## src/rtl/l4c_pkg.sv

```systemverilog
package l4c_pkg;

  localparam int BYTE_W = 8;
  localparam int WORD_W = 16;

  typedef logic [3:0] l4c_code_t;

  localparam l4c_code_t CODE_OK       = 4'd0;
  localparam l4c_code_t CODE_SHORT    = 4'd1;
  localparam l4c_code_t CODE_CSUM     = 4'd2;
  localparam l4c_code_t CODE_LEN      = 4'd3;
  localparam l4c_code_t CODE_PORT     = 4'd4;
  localparam l4c_code_t CODE_FIN_ONLY = 4'd8;
  localparam l4c_code_t CODE_NO_FLAG  = 4'd9;
  localparam l4c_code_t CODE_FIN_RST  = 4'd10;
  localparam l4c_code_t CODE_SYN_URG  = 4'd11;
  localparam l4c_code_t CODE_SYN_RST  = 4'd12;
  localparam l4c_code_t CODE_SYN_FIN  = 4'd13;

  // header sizes in bytes
  localparam int TCP_HDR_BYTES = 20;
  localparam int UDP_HDR_BYTES = 8;

  // byte offsets of fields that are decoded
  localparam int OFS_SRC_PORT  = 0;
  localparam int OFS_DST_PORT  = 2;
  localparam int OFS_UDP_LEN   = 4;
  localparam int OFS_UDP_CSUM  = 6;
  localparam int OFS_TCP_FLAGS = 13;

  // flag bit positions
  localparam int FB_FIN = 0;
  localparam int FB_SYN = 1;
  localparam int FB_RST = 2;
  localparam int FB_URG = 5;

  typedef struct packed {
    logic [WORD_W-1:0] src_port;
    logic [WORD_W-1:0] dst_port;
    logic [WORD_W-1:0] udp_len;
    logic [WORD_W-1:0] udp_csum;
    logic [BYTE_W-1:0] tcp_flags;
  } l4c_fields_t;

endpackage

```

## src/rtl/l4c_byte_track.sv

```systemverilog
module l4c_byte_track
  import l4c_pkg::*;
#(
  parameter int LEN_W = 16
) (
  input  logic              clk,
  input  logic              rst_n,
  input  logic              in_valid,
  input  logic              in_sop,
  input  logic [BYTE_W-1:0] in_byte,
  output logic [LEN_W-1:0]  offs,
  output logic [LEN_W-1:0]  cnt_nxt,
  output l4c_fields_t       fld_nxt
);

  localparam logic [LEN_W-1:0] CNT_MAX = {LEN_W{1'b1}};

  logic [LEN_W-1:0] cnt_q;
  l4c_fields_t      fld_q;
  logic [LEN_W-1:0] base_cnt;
  l4c_fields_t      base_fld;

  always_comb begin
    base_cnt = in_sop ? '0 : cnt_q;
    base_fld = in_sop ? '0 : fld_q;
    offs     = base_cnt;
    cnt_nxt  = base_cnt;
    fld_nxt  = base_fld;
    if (in_valid) begin
      cnt_nxt = (base_cnt == CNT_MAX) ? base_cnt : base_cnt + 1'b1;
      if (offs == LEN_W'(OFS_SRC_PORT))      fld_nxt.src_port[15:8] = in_byte;
      if (offs == LEN_W'(OFS_SRC_PORT + 1))  fld_nxt.src_port[7:0]  = in_byte;
      if (offs == LEN_W'(OFS_DST_PORT))      fld_nxt.dst_port[15:8] = in_byte;
      if (offs == LEN_W'(OFS_DST_PORT + 1))  fld_nxt.dst_port[7:0]  = in_byte;
      if (offs == LEN_W'(OFS_UDP_LEN))       fld_nxt.udp_len[15:8]  = in_byte;
      if (offs == LEN_W'(OFS_UDP_LEN + 1))   fld_nxt.udp_len[7:0]   = in_byte;
      if (offs == LEN_W'(OFS_UDP_CSUM))      fld_nxt.udp_csum[15:8] = in_byte;
      if (offs == LEN_W'(OFS_UDP_CSUM + 1))  fld_nxt.udp_csum[7:0]  = in_byte;
      if (offs == LEN_W'(OFS_TCP_FLAGS))     fld_nxt.tcp_flags      = in_byte;
    end
  end

  always_ff @(posedge clk or negedge rst_n) begin
    if (!rst_n) begin
      cnt_q <= '0;
      fld_q <= '0;
    end else if (in_valid) begin
      cnt_q <= cnt_nxt;
      fld_q <= fld_nxt;
    end
  end

endmodule

```

## config.mk

```make
export PLATFORM = sky130hd
export DESIGN_NAME = l4c_byte_track
export DESIGN_NICKNAME = d
export VERILOG_FILES = /design/src/rtl/l4c_pkg.sv /design/src/rtl/l4c_byte_track.sv
export SDC_FILE = /design/constraint.sdc
export NUM_CORES = 1
export LEC_CHECK = 0
export ABC_AREA = 0
export CAP_MARGIN = 20
export CORE_MARGIN = 1
export CORE_UTILIZATION = 50
export DETAILED_ROUTE_END_ITERATION = 8
export HOLD_SLACK_MARGIN = 0.05
export PLACE_DENSITY = 0.83
export SLEW_MARGIN = 20
export SYNTH_ARGS = -nofsm -noshare
export SYNTH_HDL_FRONTEND = slang
export SYNTH_SLANG_ARGS = --single-unit
```

## constraint.sdc

```tcl
create_clock -name clk -period 3.4 [get_ports clk]
set_input_delay 0.85 -clock clk [delete_from_list [all_inputs] [get_ports clk]]
set_output_delay 0.85 -clock clk [all_outputs]
set_load 0.05 [all_outputs]
```

======== Word-level counts from Yosys, hierarchy flattened ========
Index checks and enable logic that the tools add are counted.
storage, ports and cells
  bits in registers ....................... 88
operators by class
  add/subtract/negate cells ............... 1
  multiplexer cells ....................... 14
  reduce and logical (&&, ||, !) cells .... 1
  equality and inequality tests ........... 9
operator list
  cell                                            count
  two-way mux 72 bit                              2
  two-way mux 8 bit                               9
  == test 16 x 3 -> 1 bit, second input constant  4
  two-way mux 16 bit                              3
  == test 16 x 2 -> 1 bit, second input constant  2
  adder 16 x 1 -> 16 bit, second input constant   1
  == test 16 x 1 -> 1 bit, second input constant  1
  == test 16 bit, second input constant           1
  == test 16 x 4 -> 1 bit, second input constant  1
  logical NOT 16 bit                              1

======== Depth between registers and ports, before layout ========
  depth in word-level cells ............... 4
  gate-level depth with buffers ........... 8
  gate-level depth less buffers ........... 7

======== Least setup slack after synthesis ========
Ideal clock, no wire load.
  path kind ............................... input -> output
  start point ............................. input port in_sop
  end point ............................... output port cnt_nxt[12]
  arrival time ............................ 3312 ps
  data required time ...................... 2550 ps
  path buffers ............................ 1
  cell stages on the path ................. 5
  slack ................................... -762 ps
  path through ............................ buf_2 -> nor2b_1 -> nand3_1 -> nor4_1 -> xor2_1
between the ends
  longest elaborated chain between the ends .. 4
  elaborated cells between the ends (all ways) .. 5
  classes of those cells .................. add/sub (1); eq/ne (1); mux (3)
ends and longest elaborated chain
  what                                                      RTL line              text
  start, declared                                           l4c_byte_track.sv:9   input logic in_sop,
  two-way mux 16 bit *                                      l4c_byte_track.sv:24  base_cnt = in_sop ? '0 : cnt_q;
  net offs[8]                                               l4c_byte_track.sv:11  output logic [LEN_W-1:0] offs,
  adder 16 x 1 -> 16 bit or == test 16 bit (tied branches)  l4c_byte_track.sv:30  cnt_nxt = (base_cnt == CNT_MAX) ? base_cnt : base_cnt + 1'b1;
  two-way mux 16 bit *                                      l4c_byte_track.sv:30
  two-way mux 16 bit *                                      l4c_byte_track.sv:29  if (in_valid) begin
  end, declared                                             l4c_byte_track.sv:12  output logic [LEN_W-1:0] cnt_nxt,
Mark *: on every way through the listed nets, which the timed path passes. The rest lies on a longest branch.

==> out/qor_table.md <==
| Quantity | This run |
|:---|:---|
| FP Rows | 35 |
| Area growth syn-to-layout | 53.9% |
| Total half-perimeter wirelength after legalization and detailed placement | 9700 um |
| Pre-CTS setup slack | -0.329 ns |
| Synth cell count leaders | sky130_fd_sc_hd__a22o_1 (136), sky130_fd_sc_hd__dfrtp_1 (88), sky130_fd_sc_hd__nand2_1 (26) |
| Area of the placeable core | 9150 um2 |
| Max-cap viol count | 0 |
| Ranking of synthesized cells by area | sky130_fd_sc_hd__dfrtp_1 (47%), sky130_fd_sc_hd__a22o_1 (25%), sky130_fd_sc_hd__nor4_4 (2.3%), sky130_fd_sc_hd__mux2_2 (2.2%), sky130_fd_sc_hd__nand2_1 (2.1%) |
| Max Clk Rate | 293 MHz |
| Routed length per instance | 21.3 um |
| Type of element capturing the critical path | primary output |
| Number of max-slew violations in the final report | 0 |
| Worst min path class | reg2reg |
| Post-synthesis net count | 442 |
| Initial DRT Pass Iterations | 5 |
| Final design area excluding fillers | 7230 um2 |
| Register area share after synthesis | 46.9% |
| Power density cells | 407 nW/um2 |
| Critical path, cell by cell | nor4_4 -> buf_4 -> nand2_1 -> nor3_4 -> a21oi_4 -> a22o_4 -> buf_12 |
| Clock latency of the later-clocked register in the worst-skew pair | 0.38 ns |
| Ys async rst share | 100% |
| Worst-case reg-to-reg path depth | 8 |
| Total count of hold-check failures in the final report | 0 |
| Final weighted congestion in routability-driven placement | 0.850 |
| Count of H-tree levels built during CTS | 3 |
| Worst EP required | 2.55 ns |
| Drt first-iter violations | 341 |
| Terminating pin of the worst hold path | fld_q[63] |
| Slowest cell on the critical path | sky130_fd_sc_hd__dfrtp_1 |
| Final-layout fill cell count | 481 |
| Capturing point of the worst reg2reg path | fld_q[9] |
| Arrival time worst endpoint | 2.57 ns |
| Remaining max-slew budget at the tightest pin | 48.1% |
| TritonCTS clock tree | built |
| Critical setup path kind | reg2out |
| Worst hold stages | 1 |
| Result of the run | complete, but fails checks |
| Number of synthesized flops with an enable pin | 0 |
| Die Width | 99.0 um |
| Leak | 3.40 nW |
| Via count | 4,595 |
| Drc violations | 0 |
| Number of nets in the layout | 609 |
| Number of buffers on the longest clock path | 2 |
| Final Setup Violations | 5 |
| Combined area of all synthesized cells | 4700 um2 |
| Clk sinks | 88 |
| Worst setup margin | -0.0176 ns |
| Origin of the worst min-delay path | fld_q[63] |
| Number of buffers added on ports | 115 |
| Flip-flop and latch area | 2200 um2 |
| Biggest fanout along the worst timing path | 8 |
| Flop2flop setup slack | 1.11 ns |
| Clock root buffer | sky130_fd_sc_hd__clkbuf_8 |
| Instance area at placement | 6790 um2 |
| Mapped Cells | 430 |
| Most used DFF post-synth | sky130_fd_sc_hd__dfrtp_1 |
| Violations in the final reports | negative setup slack |
| Synthesized area divided by synthesized cell count | 10.9 um2 |
| Slew at the pin closest to its max-slew limit | 0.778 ns |
| ANT nets after route | 0 |
| Share of the clock period used by the worst path after layout | 101% |
| Number of buffers inserted during clock tree synthesis | 9 |
| Worst VDD drop | 0.000336 V |
| Pin count of the biggest net entering global routing | 89 |
| Worst Hold Slack | 0.509 ns |
| Avg Vias per Cell | 6.44 |
| Initial antenna violation count | 0 |
| Clock tree skew after final layout | 0.0160 ns |
| Cell count after placement | 682 |
| Initial cell density of the core | 51.3% |
| Vias in the first global route | 4,433 |
| Aggregate global-route resource usage | 29.8% |
| Diodes inserted | 0 |
| Area of the multi-input gates | 2670 um2 |
| Area of the die | 9790 um2 |
| Wire length of the first global-routing pass | 22,800 um |
| Cell taking the most area after synthesis | sky130_fd_sc_hd__dfrtp_1 |
| Finished Layout Cells | 713 |
| Count of state elements after synthesis | 88 |
| Fin Setup TNS | -0.0453 ns |
| Most used standard cell by instance count after synthesis | sky130_fd_sc_hd__a22o_1 |
| Startpoint of the lowest-slack register-to-register path | cnt_q[15] |
| Fraction of final layout cells sized beyond drive strength 1 | 48.5% |
| Boundary pin count | 116 |
| Overflow after GRT | 0 |
| Maximum cell stage delay along the critical path | 0.48 ns |
| Crit path time final | 3.42 ns |
| Die height | 99.0 um |
| Area fraction of the dominant cell type after synthesis | 46.9% |
| DRT Wirelength | 15,200 um |
| Yosys cell types | 47 |
| Type of origin of the critical path | flip-flop |
| Hold-fix buffer count after cts | 0 |
| Yosys warning count | 0 |
| CTS clk-pin slew, worst paths | 0.10 ns |
-- per-stage QoR --
step	power, mW	utilization [%]
finish	2.95	79.0
global route	3.04	79.0
CTS	2.91	77.6
detailed placement	2.20	74.1
global placement	2.17	74.1
floorplan	1.81	-
-- how the worst max path moves through the flow --
stage	from	end	slack, ns
floorplan	in_sop	cnt_nxt[7]	-0.18
global placement	in_valid	fld_nxt[66]	-0.22
detailed placement	in_valid	fld_nxt[65]	-0.33
CTS	in_sop	fld_nxt[61]	0.007
global route	cnt_q[9]	fld_nxt[0]	-0.06
finish	cnt_q[9]	fld_nxt[5]	-0.02
-- logic make-up (layout without fill, tap and decap cells) --
logic type | after synthesis | after routing | synth area share [%]
AOI/OAI and AO/OA | 168 | 168 | 30.0
and+or+nand+nor | 116 | 116 | 15.5
DFF | 88 | 88 | 46.9
buffers and inverters | 40 | 212 | 3.75
muxes | 10 | 10 | 2.37
xor gates and xnor gates | 8 | 8 | 1.49
-- power by group --
part | internal, mW | switching [mW] | leakage [nW]
Sequential | 1.13 | 0.0787 | 1.20
Clock | 0.280 | 0.431 | 0.0901
Combinational | 0.431 | 0.594 | 2.11
-- critical path: cells and delay by family (launching register included) --
family          cells  cell delay (ns)
simple gates        3             0.90
flops               1             0.48
buf+inv             2             0.33
compound gates      2             0.48
-- flip-flops by register name (all words and copies together) (netlist names) --
signal / flops
fld_q: 72
cnt_q: 16
-- cell type report --
cell class,count,share of cell area [%]
clock inverters,7,0.830
multi-input cells,302,37.0
flip-flops and latches,88,30.4
repair buffers,189,27.7
well taps,111,1.92
clock buffers,9,1.71
inverters,7,0.415
-- per-layer routing --
metal / part of all wire, % / vias up / track usage [%]
met3: 7.4 / 48 / 4.68
li1: - / 1988 / -
met1: 40 / 2326 / 39.3
met2: 50 / 233 / 49.4
met5: 0 / - / 0
met4: 3.1 / 0 / 12.3
-- cell usage in the layout (no fill, tap or decap), types with 7 or more instances in the layout --
cell	netlist	final
sky130_fd_sc_hd__a22o_1	136	111
sky130_fd_sc_hd__a22o_2	0	16
sky130_fd_sc_hd__a22o_4	0	9
sky130_fd_sc_hd__buf_12	0	42
sky130_fd_sc_hd__buf_4	4	127
sky130_fd_sc_hd__buf_6	0	8
sky130_fd_sc_hd__clkbuf_8	0	9
sky130_fd_sc_hd__clkdlybuf4s50_1	0	11
sky130_fd_sc_hd__dfrtp_1	88	88
sky130_fd_sc_hd__mux2_2	9	9
sky130_fd_sc_hd__nand2_1	26	24
sky130_fd_sc_hd__nand3_1	8	7
sky130_fd_sc_hd__nor2_1	24	12
sky130_fd_sc_hd__nor2_2	3	11
sky130_fd_sc_hd__nor2_4	3	7
sky130_fd_sc_hd__nor2b_2	0	11
-- timing repair --
item / CTS / global route
buffers inserted: 5 / 10
gates resized for setup: 23 / 15
endpoints found under the setup margin: 83 / 61
hold endpoints to repair: 0 / 0
pin swaps: 7 / 13
Power figures use the tool's default switching activity.
